### src/rtl/spi_cmd_pkg.sv
package spi_cmd_pkg;
  localparam logic [7:0] OPC_PROG = 8'h04;
  localparam logic [7:0] OPC_STRD = 8'h02;
  localparam logic [7:0] OPC_STWR = 8'h20;

  localparam int W_CMD  = 0;
  localparam int W_CNT  = 1;
  localparam int W_STS  = 2;
  localparam int W_PRG0 = 4;
  localparam int W_RB0  = 16;

  typedef enum logic [1:0] {XK_PROG, XK_STRD, XK_STWR} xfer_kind_e;
endpackage

### src/rtl/spi_cmd_sclk_gen.sv
module spi_cmd_sclk_gen #(
  parameter int CLK_DIV = 3
) (
  input  logic clk,
  input  logic rst,
  input  logic run,
  output logic tick
);
  localparam int CW = (CLK_DIV > 1) ? $clog2(CLK_DIV) : 1;

  generate
    if (CLK_DIV <= 1) begin : g_direct
      assign tick = run;
    end else begin : g_count
      logic [CW-1:0] div_q;
      always_ff @(posedge clk) begin
        if (rst || !run) div_q <= '0;
        else if (div_q == CW'(CLK_DIV - 1)) div_q <= '0;
        else div_q <= div_q + CW'(1);
      end
      assign tick = run && (div_q == CW'(CLK_DIV - 1));
    end
  endgenerate
endmodule

### src/rtl/spi_cmd_engine.sv
module spi_cmd_engine #(
  parameter int MAX_BITS = 56,
  parameter int RX_W     = 48,
  parameter int CNT_W    = 6
) (
  input  logic                clk,
  input  logic                rst,
  input  logic                go,
  input  logic [CNT_W-1:0]    go_bits,
  input  logic [MAX_BITS-1:0] go_tx,
  input  logic                tick,
  input  logic                miso,
  output logic                run,
  output logic                cs_n,
  output logic                sck,
  output logic                mosi,
  output logic                done,
  output logic [RX_W-1:0]     rx
);
  typedef enum logic [1:0] {ST_IDLE, ST_SHIFT, ST_TAIL} st_e;

  st_e                 state;
  logic [MAX_BITS-1:0] tx_q;
  logic [RX_W-1:0]     rx_q;
  logic [CNT_W-1:0]    bit_q;
  logic [CNT_W-1:0]    len_q;
  logic                tail_q;

  always_comb begin
    run  = (state != ST_IDLE);
    mosi = tx_q[MAX_BITS-1];
    rx   = rx_q;
  end

  always_ff @(posedge clk) begin
    if (rst) begin
      state  <= ST_IDLE;
      tx_q   <= '0;
      rx_q   <= '0;
      bit_q  <= '0;
      len_q  <= '0;
      tail_q <= 1'b0;
      cs_n   <= 1'b1;
      sck    <= 1'b0;
      done   <= 1'b0;
    end else begin
      done <= 1'b0;
      case (state)
        ST_IDLE: begin
          if (go) begin
            rx_q <= '0;
            if (go_bits == '0) begin
              done <= 1'b1;
            end else begin
              state <= ST_SHIFT;
              cs_n  <= 1'b0;
              tx_q  <= go_tx;
              bit_q <= '0;
              len_q <= go_bits;
            end
          end
        end
        ST_SHIFT: begin
          if (tick) begin
            if (!sck) begin
              sck  <= 1'b1;
              rx_q <= {rx_q[RX_W-2:0], miso};
            end else begin
              sck <= 1'b0;
              if (bit_q + CNT_W'(1) == len_q) begin
                state  <= ST_TAIL;
                tail_q <= 1'b0;
              end else begin
                tx_q  <= tx_q << 1;
                bit_q <= bit_q + CNT_W'(1);
              end
            end
          end
        end
        ST_TAIL: begin
          if (tick) begin
            if (tail_q) begin
              state <= ST_IDLE;
              cs_n  <= 1'b1;
              tx_q  <= '0;
              done  <= 1'b1;
            end else begin
              tail_q <= 1'b1;
            end
          end
        end
        default: state <= ST_IDLE;
      endcase
    end
  end
endmodule

### src/rtl/spi_cmd_regs.sv
module spi_cmd_regs
  import spi_cmd_pkg::*;
#(
  parameter int          ADDR_W   = 8,
  parameter int          NPRG     = 6,
  parameter int          RX_W     = 48,
  parameter int          MAX_BITS = 56,
  parameter int          CNT_W    = 6,
  parameter logic [7:0]  STRD_OP  = 8'h05,
  parameter logic [7:0]  STWR_OP  = 8'h01
) (
  input  logic                clk,
  input  logic                rst,
  input  logic [ADDR_W-1:0]   bus_addr,
  input  logic                bus_wr,
  input  logic                bus_rd,
  input  logic [7:0]          bus_wdata,
  output logic [7:0]          bus_rdata,
  output logic                go,
  output logic [CNT_W-1:0]    go_bits,
  output logic [MAX_BITS-1:0] go_tx,
  input  logic                done,
  input  logic [RX_W-1:0]     done_rx
);
  localparam int WI_W = ADDR_W - 2;
  localparam int NRB  = RX_W / 8;

  logic [WI_W-1:0]     widx;
  logic                aligned;
  logic [7:0]          cmd_q, cnt_q, sts_q;
  logic [7:0]          prg_q [NPRG];
  logic [RX_W-1:0]     rb_q;
  xfer_kind_e          kind_q;
  logic [MAX_BITS-1:0] tx_prog, tx_strd, tx_stwr;
  logic [CNT_W-1:0]    prog_bits;
  logic [7:0]          rd_mux;

  assign widx    = bus_addr[ADDR_W-1:2];
  assign aligned = (bus_addr[1:0] == 2'b00);

  always_comb begin
    tx_prog = '0;
    for (int i = 0; i < NPRG; i++)
      tx_prog[MAX_BITS - 8*(NPRG - i) +: 8] = prg_q[i];
    tx_strd = '0;
    tx_strd[MAX_BITS-1 -: 8] = STRD_OP;
    tx_stwr = '0;
    tx_stwr[MAX_BITS-1 -: 8] = STWR_OP;
    tx_stwr[MAX_BITS-9 -: 8] = prg_q[NPRG-1];
    prog_bits = (cnt_q > 8'(MAX_BITS)) ? CNT_W'(MAX_BITS) : CNT_W'(cnt_q);
  end

  always_ff @(posedge clk) begin
    if (rst) begin
      cmd_q   <= '0;
      cnt_q   <= '0;
      sts_q   <= '0;
      rb_q    <= '0;
      kind_q  <= XK_PROG;
      go      <= 1'b0;
      go_bits <= '0;
      go_tx   <= '0;
      for (int i = 0; i < NPRG; i++) prg_q[i] <= '0;
    end else begin
      go <= 1'b0;
      if (done) begin
        cmd_q <= '0;
        if (kind_q == XK_PROG) rb_q <= done_rx;
        else if (kind_q == XK_STRD) sts_q <= done_rx[7:0];
      end
      if (bus_wr && aligned) begin
        if (widx == WI_W'(W_CNT)) cnt_q <= bus_wdata;
        if (widx == WI_W'(W_CMD) && cmd_q == '0) begin
          if (bus_wdata == OPC_PROG) begin
            kind_q  <= XK_PROG;
            go_bits <= prog_bits;
            go_tx   <= tx_prog;
            cmd_q   <= bus_wdata;
            go      <= 1'b1;
          end else if (bus_wdata == OPC_STRD) begin
            kind_q  <= XK_STRD;
            go_bits <= CNT_W'(16);
            go_tx   <= tx_strd;
            cmd_q   <= bus_wdata;
            go      <= 1'b1;
          end else if (bus_wdata == OPC_STWR) begin
            kind_q  <= XK_STWR;
            go_bits <= CNT_W'(16);
            go_tx   <= tx_stwr;
            cmd_q   <= bus_wdata;
            go      <= 1'b1;
          end
        end
        for (int i = 0; i < NPRG; i++)
          if (widx == WI_W'(W_PRG0 + i)) prg_q[i] <= bus_wdata;
      end
    end
  end

  always_comb begin
    rd_mux = '0;
    if (aligned) begin
      if (widx == WI_W'(W_CMD)) rd_mux = cmd_q;
      if (widx == WI_W'(W_CNT)) rd_mux = cnt_q;
      if (widx == WI_W'(W_STS)) rd_mux = sts_q;
      for (int i = 0; i < NPRG; i++)
        if (widx == WI_W'(W_PRG0 + i)) rd_mux = prg_q[i];
      for (int i = 0; i < NRB; i++)
        if (widx == WI_W'(W_RB0 + i)) rd_mux = rb_q[8*i +: 8];
    end
  end

  always_ff @(posedge clk) begin
    if (rst) bus_rdata <= '0;
    else if (bus_rd) bus_rdata <= rd_mux;
  end
endmodule

### src/rtl/spi_cmd_shifter.sv
module spi_cmd_shifter #(
  parameter int         ADDR_W    = 8,
  parameter int         NPRG      = 6,
  parameter int         MAX_BYTES = 7,
  parameter int         CLK_DIV   = 3,
  parameter logic [7:0] STRD_OP   = 8'h05,
  parameter logic [7:0] STWR_OP   = 8'h01
) (
  input  logic              clk,
  input  logic              rst,
  input  logic [ADDR_W-1:0] bus_addr,
  input  logic              bus_wr,
  input  logic              bus_rd,
  input  logic [7:0]        bus_wdata,
  output logic [7:0]        bus_rdata,
  output logic              spi_cs_n,
  output logic              spi_sck,
  output logic              spi_mosi,
  input  logic              spi_miso
);
  localparam int MAX_BITS = 8 * MAX_BYTES;
  localparam int RX_W     = 8 * (MAX_BYTES - 1);
  localparam int CNT_W    = $clog2(MAX_BITS + 1);

  logic                go, run, tick, done;
  logic [CNT_W-1:0]    go_bits;
  logic [MAX_BITS-1:0] go_tx;
  logic [RX_W-1:0]     rx;

  spi_cmd_regs #(
    .ADDR_W(ADDR_W), .NPRG(NPRG), .RX_W(RX_W), .MAX_BITS(MAX_BITS),
    .CNT_W(CNT_W), .STRD_OP(STRD_OP), .STWR_OP(STWR_OP)
  ) u_regs (
    .clk(clk), .rst(rst), .bus_addr(bus_addr), .bus_wr(bus_wr),
    .bus_rd(bus_rd), .bus_wdata(bus_wdata), .bus_rdata(bus_rdata),
    .go(go), .go_bits(go_bits), .go_tx(go_tx), .done(done), .done_rx(rx)
  );

  spi_cmd_sclk_gen #(.CLK_DIV(CLK_DIV)) u_div (
    .clk(clk), .rst(rst), .run(run), .tick(tick)
  );

  spi_cmd_engine #(.MAX_BITS(MAX_BITS), .RX_W(RX_W), .CNT_W(CNT_W)) u_eng (
    .clk(clk), .rst(rst), .go(go), .go_bits(go_bits), .go_tx(go_tx),
    .tick(tick), .miso(spi_miso), .run(run), .cs_n(spi_cs_n),
    .sck(spi_sck), .mosi(spi_mosi), .done(done), .rx(rx)
  );
endmodule

### config.mk
export PLATFORM = sky130hd
export DESIGN_NAME = spi_cmd_shifter
export DESIGN_NICKNAME = d
export VERILOG_FILES = /design/src/rtl/spi_cmd_pkg.sv /design/src/rtl/spi_cmd_sclk_gen.sv /design/src/rtl/spi_cmd_engine.sv /design/src/rtl/spi_cmd_regs.sv /design/src/rtl/spi_cmd_shifter.sv
export SDC_FILE = /design/constraint.sdc
export NUM_CORES = 1
export LEC_CHECK = 0
export BUFFER_PORTS_ARGS = -buffer_cell sky130_fd_sc_hd__buf_2
export CORE_UTILIZATION = 60
export DETAILED_ROUTE_END_ITERATION = 16
export MAX_ROUTING_LAYER = met4
export PLACE_DENSITY = 0.8
export SETUP_SLACK_MARGIN = 0.05
export SLEW_MARGIN = 30
export SYNTH_ARGS = -nofsm -noshare
export SYNTH_HDL_FRONTEND = slang
export SYNTH_SLANG_ARGS = --single-unit
### constraint.sdc
create_clock -name clk -period 3.1 [get_ports clk]
set_input_delay 0.62 -clock clk [delete_from_list [all_inputs] [get_ports clk]]
set_output_delay 0.62 -clock clk [all_outputs]
set_load 0.01 [all_outputs]
# Word-level counts from Yosys, hierarchy flattened
# Memory sizes are Yosys's and may differ from the RTL's.
# Index checks and enable logic that the tools add are counted.
[totals]
regBits = 269
ram_bits = 48
output_inout_bits = 11
memories = 1
[op_classes]
add_sub_neg = 2
order_cmp = 1
n_eq_ne = 31
muxes = 109
bitwise = 10
reduce_logical = 31
[mem_list]
columns = ["name", "words", "width", "read_ports", "rd_ports_with_merged_regs", "wr", "line_no", "source"]
rows = [
  ["u_regs.prg_q", 6, 8, 6, 0, 6, "spi_cmd_regs.sv:31", "logic [7:0] prg_q [NPRG];"],
]
[op_table]
columns = ["operator", "n"]
rows = [
  ["56-bit 2-to-1 mux", 10],
  ["8-bit 2-to-1 mux", 28],
  ["56-bit one-hot mux with 3 select lines", 1],
  ["48-bit 2-to-1 mux", 3],
  ["48-bit one-hot mux with 2 select lines", 1],
  ["6-bit 2-to-1 mux", 9],
  ["1-bit 2-to-1 mux", 42],
  ["6-bit by 5-bit == test with 1-bit output (second input constant)", 6],
  ["6-bit by 3-bit == test with 1-bit output (second input constant)", 4],
  ["2-bit 2-to-1 mux", 10],
  ["6-bit by 4-bit == test with 1-bit output (second input constant)", 2],
  ["6-bit logical NOT", 2],
  ["2-bit != test (second input constant)", 6],
  ["6-bit one-hot mux with 2 select lines", 1],
  ["5-bit AND reduction", 2],
  ["3-bit AND reduction", 3],
  ["8-bit by 2-bit == test with 1-bit output (second input constant)", 1],
  ["8-bit by 3-bit == test with 1-bit output (second input constant)", 1],
  ["8-bit by 6-bit == test with 1-bit output (second input constant)", 1],
  ["8-bit by 6-bit greater-than comparator with 1-bit output (second input constant)", 1],
  ["8-bit logical NOT", 1],
  ["8-bit AND reduction", 1],
  ["2-bit nonzero test", 4],
  ["7-bit AND reduction", 1],
  ["22 further kinds", 43],
]

# Depth between registers and ports, before layout
[depth]
depth_word = 17
depth_mapped = 12

# Modules after synthesis
# A second synthesis with hierarchy kept.
[hier_totals]
cells_unflattened = 1621
area_unflattened_um2 = 14585.2
[by_module_without_submodules]
columns = ["module", "n_inst", "cells_per_inst", "area_per_inst_um2", "seq_area_each_um2"]
rows = [
  ["spi_cmd_regs", 1, 807, 8042.7, 4184.0],
  ["spi_cmd_engine", 1, 807, 6448.7, 2442.3],
  ["spi_cmd_sclk_gen", 1, 7, 93.8, 40.0],
]

# Worst setup path after synthesis
# Ideal clock, no wire load.
[synth_timing]
kind = "in2reg"
from = "in bus_addr[7]"
to = "mem u_regs.prg_q[3][0] (netlist: u_regs.prg_q[0][24]), enable pin"
setup_ns = 0.384
arrival_time_ns = 2.207
slack_ns = 0.509
stages = 5
path_cell_list = "clkbuf_1 > nor4b_1 > clkbuf_1 > nand3_1 > o21ai_0"
[synth_rtl]
columns = ["element", "line_no", "source"]
rows = [
  ["start: declaration", "spi_cmd_shifter.sv:11", "input logic [ADDR_W-1:0] bus_addr,"],
  ["end: declaration", "spi_cmd_regs.sv:31", ""],
]

# Worst setup path in the final report
[layout_timing]
from = "reg u_eng.state[1]"
to = "reg u_eng.tx_q[48]"
[layout_via]
elab_chain_len = 4
elab_cells_between_ends = 15
classes_between = "eq/ne (9); mux (1); reduce/logical (5)"
[layout_rtl]
columns = ["element", "line_no", "source"]
rows = [
  ["start: declaration", "spi_cmd_engine.sv:22", "st_e state;"],
  ["start signal: assignment", "spi_cmd_engine.sv:37", "state <= ST_IDLE;"],
  ["start signal: assignment", "spi_cmd_engine.sv:55", "state <= ST_SHIFT;"],
  ["start signal: assignment", "spi_cmd_engine.sv:71", "state <= ST_TAIL;"],
  ["2-bit nonzero test", "spi_cmd_engine.sv:30", "run = (state != ST_IDLE);"],
  ["1-bit logical AND", "spi_cmd_sclk_gen.sv:21", "assign tick = run && (div_q == CW'(CLK_DIV - 1));"],
  ["2-bit != test (no source line)", "-", ""],
  ["8-bit AND reduction (no source line)", "-", ""],
  ["end signal: assignment", "spi_cmd_engine.sv:57", "tx_q <= go_tx;"],
  ["end signal: assignment", "spi_cmd_engine.sv:74", "tx_q <= tx_q << 1;"],
  ["end: declaration", "spi_cmd_engine.sv:23", "logic [MAX_BITS-1:0] tx_q;"],
]
# Several ways; a longest one is shown, not always the timed one.
# A chain may end at the register's enable or synchronous reset.

==> run summary <==
Worst-path cell chain -> inv_1 -> ha_2 -> clkinv_1 -> a21oi_1 -> o21ai_1 -> o2111ai_4 -> buf_4 -> and3b_1 -> a311oi_1
Clock tree root buffer cell -> clkbuf_16
Max stage delay on crit path -> 660 ps
Static Leak -> 5.35 nW
Die ar. -> 22,800 µm²
Routability Congestion -> 0.974
Worst Setup SP -> u_eng.state[1]$_SDFFE_PP0P_
Initial antenna violation count -> 0
Top cells by area, synth -> dfxtp_1, edfxtp_1, nand2_1, nor2_1, a22oi_1
Die W -> 151 µm
Total power divided by cell area -> 558 nW/µm²
Status -> finished, final reports clean
Max_slew headroom -> 38.5%
Final HPWL DP -> 22,600 µm
Post-synth cell types -> 72
Row count -> 54
Most common cell in the netlist -> dfxtp_1
Mean Syn Cell Area -> 9.14 µm²
TritonCTS Buffers -> 31
Mapped Area -> 13,300 µm²
Highest routed layer -> met4
DRT met1 WL -> 14,900 µm
Critical Path End Type -> flip-flop
Top cells by count, synth -> dfxtp_1, nand2_1, nor2_1
Layout cells sized above 1 -> 9.93%
Number of synthesized flops with an enable pin -> 48
Worst clock skew -> 17.1 ps
Met2 wire length -> 16,000 µm
Synth Flop Type -> dfxtp_1
Port buffer count -> 31
Final Max Slew Viols -> 0
Gate Count Post-Synth -> 1,456
Period utilization -> 89.8%
Critical Path AT -> 3180 ps
Max Root-Sink Buffers -> 3
Minimum clock period -> 2780 ps
Synth-to-layout area growth -> 10.8%
Critical path peak fanout -> 82
Die height -> 151 µm
Number of max-cap violations -> 0
GRT Total Usage -> 30.7%
Initial drt markers -> 832
RSZ-0062 raised after global routing -> false
First-pass GRT wire length -> 53,800 µm
Final setup vio count -> 0
Final Power -> 8.22 mW
Vias in the first global route -> 9,779
Final hold violations -> 0
RR Startpoint -> u_eng.state[1]$_SDFFE_PP0P_
Worst EP required -> 3500 ps
Fin nets -> 1,454
CTS tree -> built
Initial DRT Pass Iterations -> 6
Worst-skew pair later-pin latency -> 560 ps
Critical path's slowest cell -> buf_4
Seq/Total Area, Yosys -> 48.9%
CP startpoint kind -> flip-flop
Core ar. -> 21,800 µm²
H-tree levels -> 1
Start point of the worst hold path -> spi_miso
Worst Hold Class -> in -> reg
Ys Warns -> 0
Peak Freq -> 359 MHz
Buf+Inv Stages, Crit Path -> 3
Io pins -> 32
Avg WL per Cell -> 19.7 µm
Total wire length -> 34,000 µm
Setup Crit Path Kind -> reg -> reg
Antenna cell count -> 0
Setup TNS -> 0 ps
Number of vias per cell -> 6.31
DR vias -> 10.9k
Hold buffer count at CTS -> 0
DR WL met3 -> 1980 µm
TritonCTS Sinks -> 301
Largest delay share family, worst path -> buffers and inverters
Largest net degree at the start of global routing -> 97
Slew @ Worst Pin -> 919 ps
# DRC -> 0
VDD IR-drop max -> 0.000482 V
Synthesis-stage register bit count -> 301
Worst-path clk slew -> 60 ps
Initial core utilization -> 61.1%
Antenna viol nets, final -> 0
Post-synth top area cell -> dfxtp_1
FFs w/ async S/R, synth -> 0%
Mapped Nets -> 1,483
Yosys top cell area share -> 38.1%
GR Overflow Total -> 0
==> flip-flops by register name, indices dropped and copies added, names as in the netlist <==
| signal | flops |
|---|---|
| u_regs.go_tx | 48 |
| u_regs.rb_q | 48 |
| u_eng.cs_n | 1 |
| u_regs.go | 1 |
| u_regs.go_bits | 6 |
| u_eng.sck | 1 |
| u_eng.state | 2 |
| u_div.g_count.div_q | 2 |
| u_eng.tail_q | 1 |
| u_eng.rx | 48 |
| u_eng.bit_q | 6 |
| u_regs.prg_q | 48 |
| u_eng.tx_q | 48 |
| u_eng.done | 1 |
| u_regs.sts_q | 8 |
| u_regs.cnt_q | 8 |
| u_regs.cmd_q | 8 |
| u_eng.len_q | 6 |
| u_regs.bus_rdata | 8 |
| u_regs.kind_q | 2 |
==> cell usage in the layout, fill, tap and decap left out, drive strengths merged, types with 43 or more instances in the layout <==
cell and count:
a21oi 72, a22o 43, a22oi 51, and2 57, buf 66, clkbuf 45, dfxtp 253, edfxtp 48
nand2 192, nand2b 47, nand3 72, nor2 106, o21ai 54
==> layer usage <==
layer  GRT usage, %  vias to the layer above
met3           3.55                       75
met4           9.35                        0
met5              -                        -
met2           48.0                      358
met1           42.0                     5239
li1               -                     5237
==> per-stage QoR <==
stage	hold slack, ps	setup WS [ps]	cell area (µm²)	std cells	utilization, %
4_1_cts	311	281	14700	1729	67.6
3_5_place_dp	414	157	13600	1673	62.6
6_report	316	316	14700	1730	67.7
2_1_floorplan	400	509	13300	1456	-
5_1_grt	349	110	14700	1730	67.7
3_3_place_gp	407	258	13600	1673	62.6
==> cell families (layout without fill, tap and decap cells) <==
group,Yosys count,count (layout),share of synthesized area [%]
simple gates,586,586,22.2
fa+ha+maj,6,6,0.564
mux,36,36,2.85
xor+xnor,11,11,0.724
flops,301,301,48.9
compound gates,362,362,19.8
buf+inv,154,148,4.87
==> worst min-delay path, delay by kind of cell <==
family	cells	cell delay (ps)
simple gates	1	70
buf+inv	1	80
compound gates	1	60
==> final timing paths <==
kind / endpoint / slack [ps] / cells after the start
max: u_eng.tx_q[48]$_SDFFE_PP0P_ / 320 / 9
min: u_eng.rx[0]$_SDFFE_PP0P_ / 320 / 3
max reg2reg: u_eng.tx_q[48]$_SDFFE_PP0P_ / 320 / 9
min reg2reg: u_div.g_count.div_q[0]$_SDFF_PP0_ / 420 / 1
==> power by group <==
part,internal [mW],total [mW],switching [mW]
clock network,2.40,3.92,1.52
logic,0.0706,0.268,0.197
registers,4.00,4.04,0.0373
total,6.47,8.22,1.75
==> area by class of cell <==
cell class | count | area, µm²
clock buffers | 45 | 932
clock inverters | 11 | 155
repair buffers | 66 | 482
multi-input cells | 1001 | 6210
inverters | 26 | 97.6
flip-flops and latches | 301 | 6510
fillers | 1742 | 7020
well taps | 280 | 350
==> repair_timing <==
action                                  in CTS  in global routing
endpoints found under the setup margin       0                  4
resized for setup                            0                  1
setup buffers                                0                  0
Note: power is estimated with default switching activity, not from simulation.
